<file path="src/rtl/t1tx_pkg.sv">
package t1tx_pkg;

    localparam int unsigned CH_COUNT  = 24;
    localparam int unsigned WORD_BITS = 8;
    localparam int unsigned ADDR_BITS = 3;

    typedef enum logic [1:0] {
        POS_HUNT    = 2'd0,
        POS_FRAMING = 2'd1,
        POS_CHANNEL = 2'd2
    } pos_state_e;

    // bit2: 24-frame mode, bit1: idle code all ones, bit0: signaling enable
    typedef struct packed {
        logic esf_mode;
        logic idle_all_ones;
        logic sig_en;
    } ctrl_t;

endpackage

</file>
<file path="src/rtl/t1tx_cfg_regs.sv">
module t1tx_cfg_regs
    import t1tx_pkg::*;
#(
    parameter int unsigned NCH       = CH_COUNT,
    parameter int unsigned W         = WORD_BITS,
    parameter int unsigned AW        = ADDR_BITS,
    parameter int unsigned IDLE_BASE = 4,
    parameter int unsigned CTRL_ADDR = 7
) (
    input  logic          clk,
    input  logic          rst_n,
    input  logic          we,
    input  logic [AW-1:0] addr,
    input  logic [W-1:0]  wdata,
    output logic [NCH-1:0] transp_mask,
    output logic [NCH-1:0] idle_mask,
    output ctrl_t          ctrl
);

    localparam int unsigned NBANK  = NCH / W;
    localparam int unsigned CTRL_W = $bits(ctrl_t);

    for (genvar g = 0; g < NBANK; g++) begin : g_bank
        logic [W-1:0] tr_q;
        logic [W-1:0] id_q;

        always_ff @(posedge clk or negedge rst_n) begin
            if (!rst_n) begin
                tr_q <= '0;
                id_q <= '0;
            end else if (we) begin
                if (addr == AW'(g))             tr_q <= wdata;
                if (addr == AW'(IDLE_BASE + g)) id_q <= wdata;
            end
        end

        assign transp_mask[g*W +: W] = tr_q;
        assign idle_mask[g*W +: W]   = id_q;
    end

    always_ff @(posedge clk or negedge rst_n) begin
        if (!rst_n) begin
            ctrl <= '0;
        end else if (we && addr == AW'(CTRL_ADDR)) begin
            ctrl <= wdata[CTRL_W-1:0];
        end
    end


    first_bank_write_chk: assert property (@(posedge clk) disable iff (!rst_n)
        (we && addr == '0) |=> transp_mask[W-1:0] == $past(wdata));

endmodule

</file>
<file path="src/rtl/t1tx_pos_fsm.sv">
module t1tx_pos_fsm
    import t1tx_pkg::*;
#(
    parameter int unsigned NCH        = CH_COUNT,
    parameter int unsigned W          = WORD_BITS,
    parameter int unsigned SF_FRAMES  = 12,
    parameter int unsigned ESF_FRAMES = 24,
    parameter int unsigned SIG_PERIOD = 6
) (
    input  logic                     clk,
    input  logic                     rst_n,
    input  logic                     fsync,
    input  logic                     sf_start,
    input  logic                     esf_mode,
    output logic [$clog2(NCH)-1:0]   ch_idx,
    output logic                     word_end,
    output logic                     sig_frame
);

    localparam int unsigned CH_W     = $clog2(NCH);
    localparam int unsigned BIT_W    = $clog2(W);
    localparam int unsigned FR_W     = $clog2(ESF_FRAMES);
    localparam logic [CH_W-1:0]  LAST_CH  = CH_W'(NCH - 1);
    localparam logic [BIT_W-1:0] LAST_BIT = BIT_W'(W - 1);

    pos_state_e        state, state_n;
    logic [CH_W-1:0]   ch_n;
    logic [BIT_W-1:0]  bit_idx, bit_n;
    logic [FR_W-1:0]   frame_idx;
    logic [FR_W-1:0]   frame_last;
    logic              framing_slot;

    // state register
    always_ff @(posedge clk or negedge rst_n) begin
        if (!rst_n) begin
            state   <= POS_HUNT;
            ch_idx  <= '0;
            bit_idx <= '0;
        end else begin
            state   <= state_n;
            ch_idx  <= ch_n;
            bit_idx <= bit_n;
        end
    end

    // next state
    always_comb begin
        state_n = state;
        ch_n    = ch_idx;
        bit_n   = bit_idx;
        if (fsync) begin
            state_n = POS_CHANNEL;
            ch_n    = '0;
            bit_n   = '0;
        end else begin
            unique case (state)
                POS_HUNT: begin
                    state_n = POS_HUNT;
                end
                POS_FRAMING: begin
                    state_n = POS_CHANNEL;
                    ch_n    = '0;
                    bit_n   = '0;
                end
                POS_CHANNEL: begin
                    if (bit_idx == LAST_BIT) begin
                        bit_n = '0;
                        if (ch_idx == LAST_CH) begin
                            state_n = POS_FRAMING;
                            ch_n    = '0;
                        end else begin
                            ch_n = ch_idx + 1'b1;
                        end
                    end else begin
                        bit_n = bit_idx + 1'b1;
                    end
                end
                default: begin
                    state_n = POS_HUNT;
                end
            endcase
        end
    end

    // outputs
    always_comb begin
        framing_slot = fsync || (state == POS_FRAMING);
        word_end     = !fsync && (state == POS_CHANNEL) && (bit_idx == LAST_BIT);
        sig_frame    = (int'(frame_idx) % SIG_PERIOD) == (SIG_PERIOD - 1);
        frame_last   = esf_mode ? FR_W'(ESF_FRAMES - 1) : FR_W'(SF_FRAMES - 1);
    end

    // frame counter, advanced on each framing bit
    always_ff @(posedge clk or negedge rst_n) begin
        if (!rst_n) begin
            frame_idx <= '0;
        end else if (framing_slot) begin
            if (fsync && sf_start)          frame_idx <= '0;
            else if (frame_idx >= frame_last) frame_idx <= '0;
            else                            frame_idx <= frame_idx + 1'b1;
        end
    end


    sync_realign_chk: assert property (@(posedge clk) disable iff (!rst_n)
        fsync |=> (state == POS_CHANNEL) && (ch_idx == '0) && (bit_idx == '0));


    framing_exit_chk: assert property (@(posedge clk) disable iff (!rst_n)
        (state == POS_FRAMING) |=> (state == POS_CHANNEL) && (bit_idx == '0));


    frame_range_chk: assert property (@(posedge clk) disable iff (!rst_n)
        (sf_start && fsync) |=> frame_idx == '0);

endmodule

</file>
<file path="src/rtl/t1tx_word_proc.sv">
module t1tx_word_proc #(
    parameter int unsigned W        = 8,
    parameter logic [W-1:0] IDLE_LO = 'h7F,
    parameter logic [W-1:0] IDLE_HI = 'hFF,
    parameter int unsigned ZS_BIT   = 1
) (
    input  logic [W-1:0] raw_word,
    input  logic         transp,
    input  logic         idle,
    input  logic         idle_all_ones,
    input  logic         sig_en,
    input  logic         sig_frame,
    input  logic         sig_bit,
    output logic [W-1:0] word_out
);

    localparam logic [W-1:0] ZS_MASK = W'(1) << ZS_BIT;

    logic [W-1:0] after_idle;
    logic [W-1:0] after_sig;
    logic         insert_sig;
    logic         suppress;

    always_comb begin
        after_idle = idle ? (idle_all_ones ? IDLE_HI : IDLE_LO) : raw_word;
        insert_sig = sig_en && sig_frame && !transp;
        after_sig  = after_idle;
        if (insert_sig) after_sig[0] = sig_bit;
        suppress   = !transp && (after_sig == '0);
        word_out   = suppress ? (after_sig | ZS_MASK) : after_sig;
    end

endmodule

</file>
<file path="src/rtl/t1tx_chan_proc.sv">
module t1tx_chan_proc
    import t1tx_pkg::*;
#(
    parameter int unsigned NCH = CH_COUNT,
    parameter int unsigned W   = WORD_BITS,
    parameter int unsigned AW  = ADDR_BITS
) (
    input  logic          clk,
    input  logic          rst_n,
    input  logic          fsync,
    input  logic          sf_start,
    input  logic          ser_in,
    input  logic          sig_in,
    input  logic          cfg_we,
    input  logic [AW-1:0] cfg_addr,
    input  logic [W-1:0]  cfg_wdata,
    output logic          tx_out
);

    localparam int unsigned CH_W  = $clog2(NCH);
    localparam int unsigned CNT_W = $clog2(W + 1);

    logic [NCH-1:0]  transp_mask;
    logic [NCH-1:0]  idle_mask;
    ctrl_t           ctrl;
    logic [CH_W-1:0] ch_idx;
    logic            word_end;
    logic            sig_frame;

    logic [W-2:0]    in_sr;
    logic [W-1:0]    dly;
    logic [W-1:0]    raw_word;
    logic [W-1:0]    proc_word;
    logic [W-1:0]    word_sr;
    logic [CNT_W-1:0] out_left;
    logic            sig_cap;
    logic            cur_tr;
    logic            cur_idle;
    logic [3:0]      warm_cnt;

    t1tx_cfg_regs #(.NCH(NCH), .W(W), .AW(AW)) u_regs (
        .clk         (clk),
        .rst_n       (rst_n),
        .we          (cfg_we),
        .addr        (cfg_addr),
        .wdata       (cfg_wdata),
        .transp_mask (transp_mask),
        .idle_mask   (idle_mask),
        .ctrl        (ctrl)
    );

    t1tx_pos_fsm #(.NCH(NCH), .W(W)) u_pos (
        .clk       (clk),
        .rst_n     (rst_n),
        .fsync     (fsync),
        .sf_start  (sf_start),
        .esf_mode  (ctrl.esf_mode),
        .ch_idx    (ch_idx),
        .word_end  (word_end),
        .sig_frame (sig_frame)
    );

    assign cur_tr   = transp_mask[ch_idx];
    assign cur_idle = idle_mask[ch_idx];
    assign raw_word = {in_sr, ser_in};

    t1tx_word_proc #(.W(W)) u_word (
        .raw_word      (raw_word),
        .transp        (cur_tr),
        .idle          (cur_idle),
        .idle_all_ones (ctrl.idle_all_ones),
        .sig_en        (ctrl.sig_en),
        .sig_frame     (sig_frame),
        .sig_bit       (sig_cap),
        .word_out      (proc_word)
    );

    // signaling value taken mid-bit on the falling edge of the last word bit
    always_ff @(negedge clk or negedge rst_n) begin
        if (!rst_n)                     sig_cap <= 1'b0;
        else if (word_end && sig_frame) sig_cap <= sig_in;
    end

    always_ff @(posedge clk or negedge rst_n) begin
        if (!rst_n) begin
            in_sr    <= '0;
            dly      <= '0;
            word_sr  <= '0;
            out_left <= '0;
            warm_cnt <= '0;
        end else begin
            in_sr <= {in_sr[W-3:0], ser_in};
            dly   <= {dly[W-2:0], ser_in};
            if (warm_cnt != 4'd15) warm_cnt <= warm_cnt + 1'b1;
            if (word_end) begin
                word_sr  <= proc_word;
                out_left <= CNT_W'(W);
            end else if (out_left != '0) begin
                word_sr  <= {word_sr[W-2:0], 1'b0};
                out_left <= out_left - 1'b1;
            end
        end
    end

    assign tx_out = (out_left != '0) ? word_sr[W-1] : dly[W-1];


    gap_bit_delay_chk: assert property (@(posedge clk) disable iff (!rst_n)
        (warm_cnt >= 4'd9 && out_left == '0) |-> tx_out == $past(ser_in, 8));


    no_zero_word_chk: assert property (@(posedge clk) disable iff (!rst_n)
        (word_end && !cur_tr) |=> word_sr != '0);


    transp_pass_chk: assert property (@(posedge clk) disable iff (!rst_n)
        (word_end && cur_tr && !cur_idle) |=> word_sr == $past(raw_word));


    idle_code_chk: assert property (@(posedge clk) disable iff (!rst_n)
        (word_end && cur_idle && !(ctrl.sig_en && sig_frame && !cur_tr))
        |=> word_sr == ($past(ctrl.idle_all_ones) ? {W{1'b1}} : {1'b0, {(W-1){1'b1}}}));


    sig_off_pass_chk: assert property (@(posedge clk) disable iff (!rst_n)
        (word_end && !ctrl.sig_en && !cur_idle && raw_word != '0) |=> word_sr == $past(raw_word));

endmodule

</file>
<file path="config.mk">
export PLATFORM = sky130hd
export DESIGN_NAME = t1tx_chan_proc
export DESIGN_NICKNAME = d
export VERILOG_FILES = /design/src/rtl/t1tx_pkg.sv /design/src/rtl/t1tx_cfg_regs.sv /design/src/rtl/t1tx_pos_fsm.sv /design/src/rtl/t1tx_word_proc.sv /design/src/rtl/t1tx_chan_proc.sv
export SDC_FILE = /design/constraint.sdc
export NUM_CORES = 1
export LEC_CHECK = 0
export CAP_MARGIN = 10
export CORE_MARGIN = 5
export CORE_UTILIZATION = 35
export DETAILED_ROUTE_END_ITERATION = 12
export DONT_BUFFER_PORTS = 1
export SYNTH_ARGS = -nofsm -noshare
export SYNTH_HDL_FRONTEND = slang
export SYNTH_SLANG_ARGS = --single-unit
</file>
<file path="constraint.sdc">
create_clock -name clk -period 6.9 [get_ports clk]
set_input_delay 1.035 -clock clk [delete_from_list [all_inputs] [get_ports clk]]
set_output_delay 1.035 -clock clk [all_outputs]
set_load 0.02 [all_outputs]
</file>
After elaboration in Yosys (flattened, before gate mapping)
Index checks and enable logic that the tools add are counted.
Widths: inputs -> output; s select.
- add/subtract/negate cells: 4
- div/mod/pow operators: 1
- $lt $le $gt $ge: 2
- equal/unequal tests: 13
- mux-type cells: 27
- reduce and logical (&&, ||, !) cells: 24
- operators with widths (operator ; count):
    $eq 32x3->1 const B ; 1
    $mod 5x3->32 const B ; 1
    $mux 8 ; 4
    $mux 5 ; 6
    $reduce_and 2->1 ; 8
    $eq 3x3->1 const B ; 5
    $add 5x1->5 const B ; 2
    $bmux 1 s5 ; 2
    $pmux 5 s2 ; 1
    $logic_and 1x1->1 ; 8
    $logic_not 8->1 ; 1
    $mux 2 ; 4
    $mux 4 ; 2
    $lt 5x6->1 const B ; 1
    $mux 3 ; 2
    $pmux 3 s2 ; 1
    $eq 5x5->1 const B ; 1
    $ge 5x5->1 ; 1
    $mux 1 ; 4
    $pmux 2 s2 ; 1
    $reduce_bool 4->1 ; 1
    $sub 4x1->4 const B ; 1
    $add 3x1->3 const B ; 1
    $eq 3x1->1 const B ; 1
    other kinds (10) ; 11
- flip-flop bits (word level): 94
- output and inout port bits: 1

Depth between registers and ports, before layout
- word-level depth: 9
- depth in mapped cells: 15

Hierarchy
A second synthesis with hierarchy kept.
- cells, all modules: 343
- area total of the unflattened synthesis: 4299.1 um^2
- modules (own cells, without submodules) (module ; instances ; cells each ; area an instance (um^2)):
    t1tx_cfg_regs ; 1 ; 113 ; 1959.4
    t1tx_chan_proc ; 1 ; 114 ; 1285.0
    t1tx_pos_fsm ; 1 ; 102 ; 962.2
    t1tx_word_proc ; 1 ; 14 ; 92.6

==> reports/results.ini <==
[drt]
drc=0
dr.pass1.iters=4
post_drt_via_cell_ratio=5.38
totalWireLength_um=8520
drt_iter0_drc=159
vias=2659
final_antenna_net_count=0
wire_per_inst_um=17.2

[synth]
yosys_warnings=0
ys_ff_latch=87
synth_top_area_cell=dfrtp_1
ys_async_sr_fraction_pct=100
synth_nets=378
avgSynthCellArea_um2=12.3
ys_top_cells_by_area=dfrtp_1 (50%), mux2_2 (15%), mux4_2 (4.7%), ha_1 (3.5%), mux2i_1 (2.8%)
ys_seq_area_share_pct=51.0
syn-cell-area_um2=4270
ys_types=45
synth_common_cells=dfrtp_1 (86), mux2_2 (57), nor2_1 (23), a21oi_1 (18), nand2_1 (13)
post-synth-top-count-cell=dfrtp_1
synth_top_area_share_pct=50.4
synth_ff_type=dfrtp_1
synth_edf_count=0
syn_inst=348

[clock_network]
clkTransAtPathRegs_ns=0.07
cts_sinks=87
post_cts_buffers=0
cts_tree=built
ctsRootBufferMaster=clkbuf_16
cts.htree.levels=3
cts_resized=0
cts_hold_buf=0
clkLatencyLatePin_ns=0.35
cts-buffers-inserted=9
cts_max_path_buffers=2

[placement]
port_buffers=0
dpl.hpwl_um=5870
place.gp.congestion=0.822
dp_slack_ns=0.675

[worst_hold_path]
hp-class=primary input to async pin

[global_routing]
gr-total-overflow=0
grt_pass1_wl_um=14200
antenna_found_initial=0
grt_pass1_vias=2767
grt_start_max_net_pins=88
track_usage_pct=12.6

[sta]
slew_headroom_pct=23.7
fin_skew_ns=0.00819
setup_violations=0
final_max_slew_viol_count=0
tightest_slew_ns=1.14
hold_viol_final=0
finalWorstSetupSlack_ns=0.653
tns_ns=0
rsz0062_at_grt=no

[power]
cellPowerDensity_nw_per_um2=314
power_w=0.00148
ir_drop_v=0.000261
p_leak_nw=2.00

[floorplan]
io_pins=19
initial_utilization_pct=35.6
dieArea_um2=14500
die_h_um=120
die_x_um=120
rows=40
core_area_um2=12000

[setup_path]
critPathLaunchType=flip-flop
cp_data_arrival_time_ns=2.99
path_class=flip-flop to flip-flop
endpoint_kind=flip-flop
crit_required_ns=3.64
crit_path_max_fanout=11
worstRegToRegCells=12

[status]
run_status=complete, no violations

[finish]
num_antenna_cells=0
area_growth_pct=10.3
drive_gt1_share_pct=24.5
fin_nets=372

[run]
drv_cap=0

## sequential cells by signal, indices dropped and copies added (netlist names)
register,cells
word_sr,8
u_pos.state,2
u_regs.ctrl,3
u_regs.g_bank.tr_q,24
u_pos.ch_idx,5
u_pos.frame_idx,5
sig_cap,1
u_regs.g_bank.id_q,24
out_left,4
u_pos.bit_idx,3
dly,8
## power breakdown
part,switching [W],internal (W),total [W],leakage [nW]
Combinational,0.000113,0.000160,0.000273,0.768
Clock,0.000211,0.000322,0.000533,0.157
Sequential,0.0000728,0.000601,0.000673,1.08
## cells by family (layout without fill, tap and decap cells)
logic type,after synthesis,after routing,synth area share [%]
flops,87,87,51.0
simple gates,84,84,10.5
mux,79,79,23.2
compound gates,56,56,8.43
buf+inv,26,25,2.58
fa+ha+maj,12,12,3.51
xor+xnor,4,4,0.820
## worst max-delay path, cell delays in order (launching register included)
cell	delay, ns
dfrtp_1	0.51
ha_1	0.35
nand2b_1	0.18
a21oi_1	0.15
a21oi_1	0.06
nand2_1	0.08
o21ai_0	0.08
ha_1	0.21
nor2b_1	0.23
xnor2_1	0.15
a31oi_1	0.13
a21oi_1	0.17
mux2_2	0.34
## metal layers
metal | up-vias | wire (um) | global-route usage, %
met2 | 31 | 3960 | 19.4
met4 | 0 | 142 | 4.46
li1 | 1256 | - | -
met5 | - | 0 | 0
met1 | 1360 | 4040 | 16.9
met3 | 12 | 376 | 3.74
## cells in the final DEF (no fill, tap or decap), types with 4 or more instances in the layout
| cell | instances |
|---|---|
| mux4_2 | 9 |
| mux2i_1 | 12 |
| dfrtp_1 | 86 |
| a22o_1 | 4 |
| inv_1 | 9 |
| xnor2_1 | 4 |
| or3_1 | 4 |
| o21ai_0 | 11 |
| nand2_1 | 13 |
| nand2b_1 | 6 |
| nor2b_1 | 6 |
| clkbuf_16 | 9 |
| ha_1 | 12 |
| a21oi_1 | 18 |
| a21o_1 | 5 |
| nor3_1 | 11 |
| nor2_1 | 23 |
| mux2_2 | 57 |
## stage by stage
stage / std cells / area [um2] / hold WS, ns / util (%)
finish: 494 / 4710 / 0.377 / 39.2
global placement: 478 / 4390 / 0.378 / 36.5
detailed placement: 478 / 4390 / 0.379 / 36.5
floorplan: 348 / 4270 / 0.354 / -
global route: 494 / 4710 / 0.366 / 39.2
CTS: 494 / 4710 / 0.369 / 39.2
## path summary, 6_finish.rpt
| path | startpoint | to | slack (ns) |
|---|---|---|---|
| setup / recovery | u_pos.frame_idx[4] | sig_cap | 0.65 |
| hold / removal | rst_n | u_pos.frame_idx[4] | 0.38 |
| hold reg to reg | dly[5] | dly[6] | 0.39 |
| setup reg to reg | u_pos.frame_idx[4] | sig_cap | 0.65 |
| min in group clk | dly[5] | dly[6] | 0.39 |
| max in group asynchronous | rst_n | sig_cap | 3.02 |
## area by class of cell
class                           instances  area [um2]
Sequential cell                        87        2180
Multi-Input combinational cell        235        1990
Fill cell                            1142        7300
Tap cell                              147         184
Clock inverter                          7         103
Inverter                                9        33.8
Clock buffer                            9         225
Note: power is estimated with default switching activity, not from simulation.
